`config.mk`:
```
export PLATFORM = sky130hd
export DESIGN_NAME = mcx_arbiter
export DESIGN_NICKNAME = d
export VERILOG_FILES = /design/src/rtl/mcx_pkg.sv /design/src/rtl/mcx_pick.sv /design/src/rtl/mcx_hold.sv /design/src/rtl/mcx_arbiter.sv
export SDC_FILE = /design/constraint.sdc
export NUM_CORES = 1
export LEC_CHECK = 0
export CORE_AREA = 8 8 45 47
export DETAILED_ROUTE_END_ITERATION = 7
export DIE_AREA = 0 0 53 55
export GPL_TIMING_DRIVEN = 0
export PLACE_DENSITY_LB_ADDON = 0.15
export SLEW_MARGIN = 20
export SYNTH_ARGS = -nofsm -noshare
export SYNTH_HDL_FRONTEND = slang
export SYNTH_SLANG_ARGS = --single-unit
```
`constraint.sdc`:
```
create_clock -name clk -period 2.3 [get_ports clk]
set_input_delay 0.23 -clock clk [delete_from_list [all_inputs] [get_ports clk]]
set_output_delay 0.23 -clock clk [all_outputs]
set_load 0.01 [all_outputs]
```
`src/rtl/mcx_pkg.sv`:
```
package mcx_pkg;
  localparam int unsigned MCX_DEF_WAYS = 3;
endpackage

```
`src/rtl/mcx_pick.sv`:
```
module mcx_pick #(
  parameter int unsigned WAYS = 3
) (
  input  logic [WAYS-1:0] cand,
  output logic [WAYS-1:0] win
);
  // seen[i] is set when some candidate below index i is present
  logic [WAYS:0] seen;

  assign seen[0] = 1'b0;

  for (genvar i = 0; i < WAYS; i++) begin : g_chain
    assign seen[i+1] = seen[i] | cand[i];
    assign win[i]    = cand[i] & ~seen[i];
  end
endmodule

```
`src/rtl/mcx_hold.sv`:
```
module mcx_hold #(
  parameter int unsigned WAYS = 3
) (
  input  logic            clk,
  input  logic            rst_n,
  input  logic [WAYS-1:0] req,
  input  logic [WAYS-1:0] win,
  output logic [WAYS-1:0] owner
);
  logic [WAYS-1:0] owner_q;
  logic [WAYS-1:0] owner_d;
  logic            keep;
  logic            owner_en;

  always_comb begin
    keep     = |(owner_q & req);
    owner_d  = keep ? owner_q : win;
    owner_en = (owner_d != owner_q);
  end

  always_ff @(posedge clk or negedge rst_n) begin
    if (!rst_n) begin
      owner_q <= '0;
    end else if (owner_en) begin
      owner_q <= owner_d;
    end
  end

  assign owner = owner_q;


  hold_keeps_owner_chk: assert property (@(posedge clk) disable iff (!rst_n)
    (|(owner_q & req)) |=> $stable(owner_q));
endmodule

```
`src/rtl/mcx_arbiter.sv`:
```
module mcx_arbiter #(
  parameter int unsigned N = mcx_pkg::MCX_DEF_WAYS
) (
  input  logic         clk,
  input  logic         rst_n,
  input  logic [N-1:0] req,
  output logic [N-1:0] grant_n
);
  logic [N-1:0] win;
  logic [N-1:0] owner;

  mcx_pick #(.WAYS(N)) u_pick (
    .cand (req),
    .win  (win)
  );

  mcx_hold #(.WAYS(N)) u_hold (
    .clk   (clk),
    .rst_n (rst_n),
    .req   (req),
    .win   (win),
    .owner (owner)
  );

  assign grant_n = ~owner;


  single_low_chk: assert property (@(posedge clk) disable iff (!rst_n)
    $onehot0(~grant_n));


  idle_rest_chk: assert property (@(posedge clk) disable iff (!rst_n)
    (req == '0) |=> (grant_n == '1));


  handover_no_gap_chk: assert property (@(posedge clk) disable iff (!rst_n)
    ((grant_n != '1) && ((~grant_n & req) == '0) && (req != '0)) |=> (grant_n != '1));


  grant_follows_req_chk: assert property (@(posedge clk) disable iff (!rst_n)
    ((grant_n == '1) && (req != '0)) |=> ($countones(~grant_n) == 1));
endmodule

```
==> results of run 1 <==
## metrics by stage
stage	util [%]	setup WS (ns)	hold WS, ns	cells
4_1_cts	19.3	0.801	0.171	41
5_1_grt	19.3	0.759	0.178	41
3_5_place_dp	17.5	0.918	0.422	37
3_3_place_gp	17.5	0.917	0.423	37
6_report	19.3	0.820	0.179	41
2_1_floorplan	-	1.30	-0.0656	14
## cell families (layout without fill, tap and decap cells)
| logic type | count (synthesis) | after routing | share of synthesized area (%) |
|---|---|---|---|
| AO/OA/AOI/OAI | 7 | 7 | 35.5 |
| multiplexers | 1 | 1 | 7.44 |
| flip-flops | 3 | 3 | 49.6 |
| buffers and inverters | 3 | 14 | 7.44 |
## worst max-delay path by stage
stage and endpoint:
2_1_floorplan u_hold.owner[0], 3_3_place_gp u_hold.owner[0], 3_5_place_dp u_hold.owner[0], 4_1_cts grant_n[2], 5_1_grt grant_n[2], 6_report grant_n[2]
## layer usage
layer  track usage [%]  vias to the layer above  wire length (µm)
li1                  -                       76                 -
met1              3.52                       70               188
met2              4.30                        6               162
met3              3.21                        0                45
met4              5.17                        0                 0
met5                 0                        -                 0
## synth_stat cells (all sizes together)
| cell | n | area share, % |
|---|---|---|
| a22oi | 2 | 9.9 |
| dfrtp | 3 | 50 |
| a221oi | 1 | 5.8 |
| inv | 3 | 7.4 |
| mux2 | 1 | 7.4 |
| a21oi | 1 | 3.3 |
| a21o | 1 | 5.8 |
| o2bb2ai | 1 | 5.8 |
| o21bai | 1 | 5.0 |
## power by group through the flow
stage | Sequential (mW) | Combinational, mW | Clock, mW
floorplan | 0.0760 | 0.0343 | 0
global placement | 0.0794 | 0.0749 | 0
detailed placement | 0.0785 | 0.0746 | 0
CTS | 0.0778 | 0.0747 | 0.0973
global route | 0.0801 | 0.0798 | 0.103
finish | 0.0778 | 0.0725 | 0.0910
## worst reg2reg max path, cell delays in order (launching register included)
cell and delay (ns):
dfrtp_1 0.39, a22oi_1 0.21, mux2_1 0.34
## final cells by class
class                           count  share of cell area, %
Multi-Input combinational cell      8                   24.3
Sequential cell                     3                   28.0
Tap cell                           16                   7.48
Timing Repair Buffer                7                   26.2
Clock buffer                        4                   9.81
Inverter                            3                   4.21
## layout by cell type (no fill, tap or decap)
cell and instances:
clkdlybuf4s50_1 7, inv_1 3, clkbuf_4 3, dfrtp_1 3
a22oi_1 2, mux2_1 1, a21o_2 1, a221oi_1 1
a21oi_1 1, o21bai_1 1, o2bb2ai_1 1, clkbuf_1 1
==> impl_metrics.toml, run 1 <==
[power]
power.net_switching_mw = 0.0663
p_leak_nw = 0.115
switching_share_pct = 27.5
p_seq_share_pct = 32.2
internal_power_mw = 0.175
combPwrFrac_pct = 30.1
vdd_ir_drop_max_mv = 0.277
clkPwrFrac_pct = 37.7
p_per_area_mw_per_mm2 = 901
fin_total_pwr_mw = 0.241

[synth]
syn-num-nets = 19
ys_types = 9
synth.avg_cell_area_um2 = 10.8
syn-instance-count = 14
ys_seq_elements = 3
yosysSeqAreaShare_pct = 49.6
synth_warnings = 0
syn_area_um2 = 151

[clocking]
htree_levels = 1
cts_sinks = 3
cts.clk_slew.worst_paths_ns = 0.04
cts-root-buf = "clkbuf_4"
cts.path.max_buffers = 2
cts_resized = 0
cts_hold_buf = 0
clkLatencyLatePin_ns = 0.23
cts_inserted_buffers = 3
cts_tree = "built"
cts_setup_buffers = 0

[cells_and_area]
fin_nets = 31
final-seq-area_um2 = 75.1
drive_gt1_share_pct = 16.0
antenna_cells = 0
multiInputGateArea_um2 = 65.1
final_cell_area_um2 = 268
largest_reg_flops = 3
final.fill_count = 150
syn2layout_area_growth_pct = 76.9

[place]
gp_congestion = 0.623
placed_area_um2 = 241
port_buffers = 7

[route]
vias = 152
wl_um = 396
vias_per_cell = 3.71
drc = 0
dr.pass1.iters = 2
ant_nets = 0
wl_per_cell_um = 9.66
drtIter0Drc = 1

[worst_setup_path]
endpoint_kind = "primary output"
required_ns = 2.07
crit_buf_inv = 2
cp.depth = 2
r2r_setup_slack_ns = 1.25
r2r_cells = 2
r2r-end = "u_hold.owner[0]"
crit_arrival_ns = 1.25
reg2reg_from = "u_hold.owner[1]"
critical_path.top_delay_family = "buffers and inverters"
start_kind = "flip-flop"
worstPathCellList = "inv_1 > clkdlybuf4s50_1"
crit_slowest_cell = "clkdlybuf4s50_1"
critical_path_class = "reg -> out"
crit_fanout = 5
cp-startpoint = "u_hold.owner[2]"
cp_slowest_stage_delay_ns = 0.54

[sta]
finalSetupViolCount = 0
finalSetupTns_ns = 0
rsz0062_at_grt = "false"
worst_pin_slew_ns = 0.235
slew_headroom_pct = 84.3
min_period_ns = 1.48
slew_violations = 0
fin_crit_sh_pct = 64.3
finClkSkew_ns = 0.00166
max_freq_mhz = 676
finalHoldViolations = 0

[flow_run]
maxCapViolCount = 0

[die]
die_height_um = 55
core-area_mm2 = 0.00138
die-width_um = 53
rows = 14
start_util_pct = 10.9
die_area_mm2 = 0.00292
io_pins = 8

[grt]
grt_pass1_wl_um = 696
overflow = 0
antenna_found_initial = 0
grt_max_degree = 6
grt_pass1_vias = 161
gr-usage-all-layers_pct = 3.78

[outcome]
status = "complete, no violations"

[hold_path]
worst_hold_path_type = "in -> async"
No activity file was read; power rests on OpenSTA's default activity.
==> run 2: changes to the inputs <==
- clock period: 2.3 -> 1.3 ns (I/O delays scaled with it)
==> impl_metrics.toml, run 2 (synthesized netlist as in run 1, its figures left out) <==
[route]
wl_um = 399
drtIter0Drc = 1
wl_per_cell_um = 9.73
ant_nets = 0
drc = 0
vias_per_cell = 3.71
dr.pass1.iters = 2
vias = 152

[grt]
grt_pass1_wl_um = 696
overflow = 0
grt_pass1_vias = 161
grt_max_degree = 6
antenna_found_initial = 0
gr-usage-all-layers_pct = 3.78

[sta]
finalSetupViolCount = 0
max_freq_mhz = 901
min_period_ns = 1.11
slew_violations = 0
hold_slack_ns = 0.0785
finalSetupTns_ns = 0
slew_headroom_pct = 84.3
fin_crit_sh_pct = 85.3
finalHoldViolations = 0
worst_pin_slew_ns = 0.235
finClkSkew_ns = 0.00166
worst_slack_ns = 0.191
rsz0062_at_grt = "false"

[cells_and_area]
final_common_cell = "clkdlybuf4s50_1"
antenna_cells = 0
drive_gt1_share_pct = 16.0
layout_common_cells = "clkdlybuf4s50_1 (4), inv_1 (3), clkbuf_4 (3), dlygate4sd2_1 (3), dfrtp_1 (3)"
multiInputGateArea_um2 = 65.1
final-seq-area_um2 = 75.1
syn2layout_area_growth_pct = 74.4
final.fill_count = 152
largest_reg_flops = 3
fin_nets = 31

[clocking]
cts-root-buf = "clkbuf_4"
htree_levels = 1
cts_sinks = 3
cts.path.max_buffers = 2
cts_tree = "built"
cts.clk_slew.worst_paths_ns = 0.04
cts_setup_buffers = 0
cts_hold_buf = 0
cts_inserted_buffers = 3
clkLatencyLatePin_ns = 0.23
cts_resized = 3

[power]
vdd_ir_drop_max_mv = 0.489
p_per_area_mw_per_mm2 = 1550
p_leak_nw = 0.118

[outcome]
status = "complete, no violations"

[worst_setup_path]
start_kind = "flip-flop"
endpoint_kind = "primary output"
crit_fanout = 5
crit_arrival_ns = 0.98
required_ns = 1.17
critical_path_class = "reg -> out"

[die]
die_height_um = 55
core-area_mm2 = 0.00138
rows = 14
io_pins = 8
start_util_pct = 10.9
die-width_um = 53
die_area_mm2 = 0.00292

[place]
port_buffers = 7
gp_congestion = 0.623
place_ws_ns = 0.0181

[flow_run]
maxCapViolCount = 0

[hold_path]
worst_hold_path_type = "in -> async"
run 2: layer usage:
layer  share of wire, %  wire [µm]  up-vias  GRT usage (%)
met5                  0          0        -              0
met4                  0          0        0           5.17
met3                 12         46        0           3.21
met2                 41        163        6           4.30
met1                 47        189       70           3.52
li1                   -          -       76              -
run 2: power breakdown:
group	total (mW)	internal, mW	switching (mW)	leakage, nW
combinational	0.111	0.0618	0.0496	0.0676
clock	0.161	0.115	0.0460	0.0150
sequential	0.138	0.117	0.0209	0.0356
total	0.410	0.293	0.117	0.118
run 2: cell type report:
cell class	count	area share [%]
clock buffers	4	9.95
repair buffers	7	25.1
well taps	16	7.58
flip-flops and latches	3	28.4
inverters	3	4.27
multi-input cells	8	24.6
run 2: worst paths after layout:
path | startpoint | end | slack (ns) | cells after the start
worst max-delay path | u_hold.owner[2] | grant_n[2] | 0.19 | 2
worst min register to register | u_hold.owner[0] | u_hold.owner[0] | 0.54 | 1
min in group clk | u_hold.owner[0] | u_hold.owner[0] | 0.54 | 1
max in group asynchronous | rst_n | u_hold.owner[1] | 1.08 | 1
worst min-delay path | rst_n | u_hold.owner[2] | 0.08 | 1
worst max register to register | u_hold.owner[1] | u_hold.owner[0] | 0.25 | 2
run 2: critical path, stage by stage (launching register included):
cell and delay, ns:
dfrtp_1 0.40, inv_1 0.08, dlygate4sd2_1 0.27
run 2: metrics by stage:
step | power (mW) | utilization, % | instances | cell area, µm²
after floorplan | 0.195 | - | 14 | 151
after global placement | 0.273 | 17.5 | 37 | 241
after detailed placement | 0.271 | 17.5 | 37 | 241
after CTS | 0.425 | 19.1 | 41 | 264
after global routing | 0.448 | 19.1 | 41 | 264
final | 0.410 | 19.1 | 41 | 264
==> run 3: changes to the inputs <==
- SLEW_MARGIN: 20 -> 40
==> results of run 3 <==
Same layout as run 2: the final DEF is identical, and so are final timing and power.
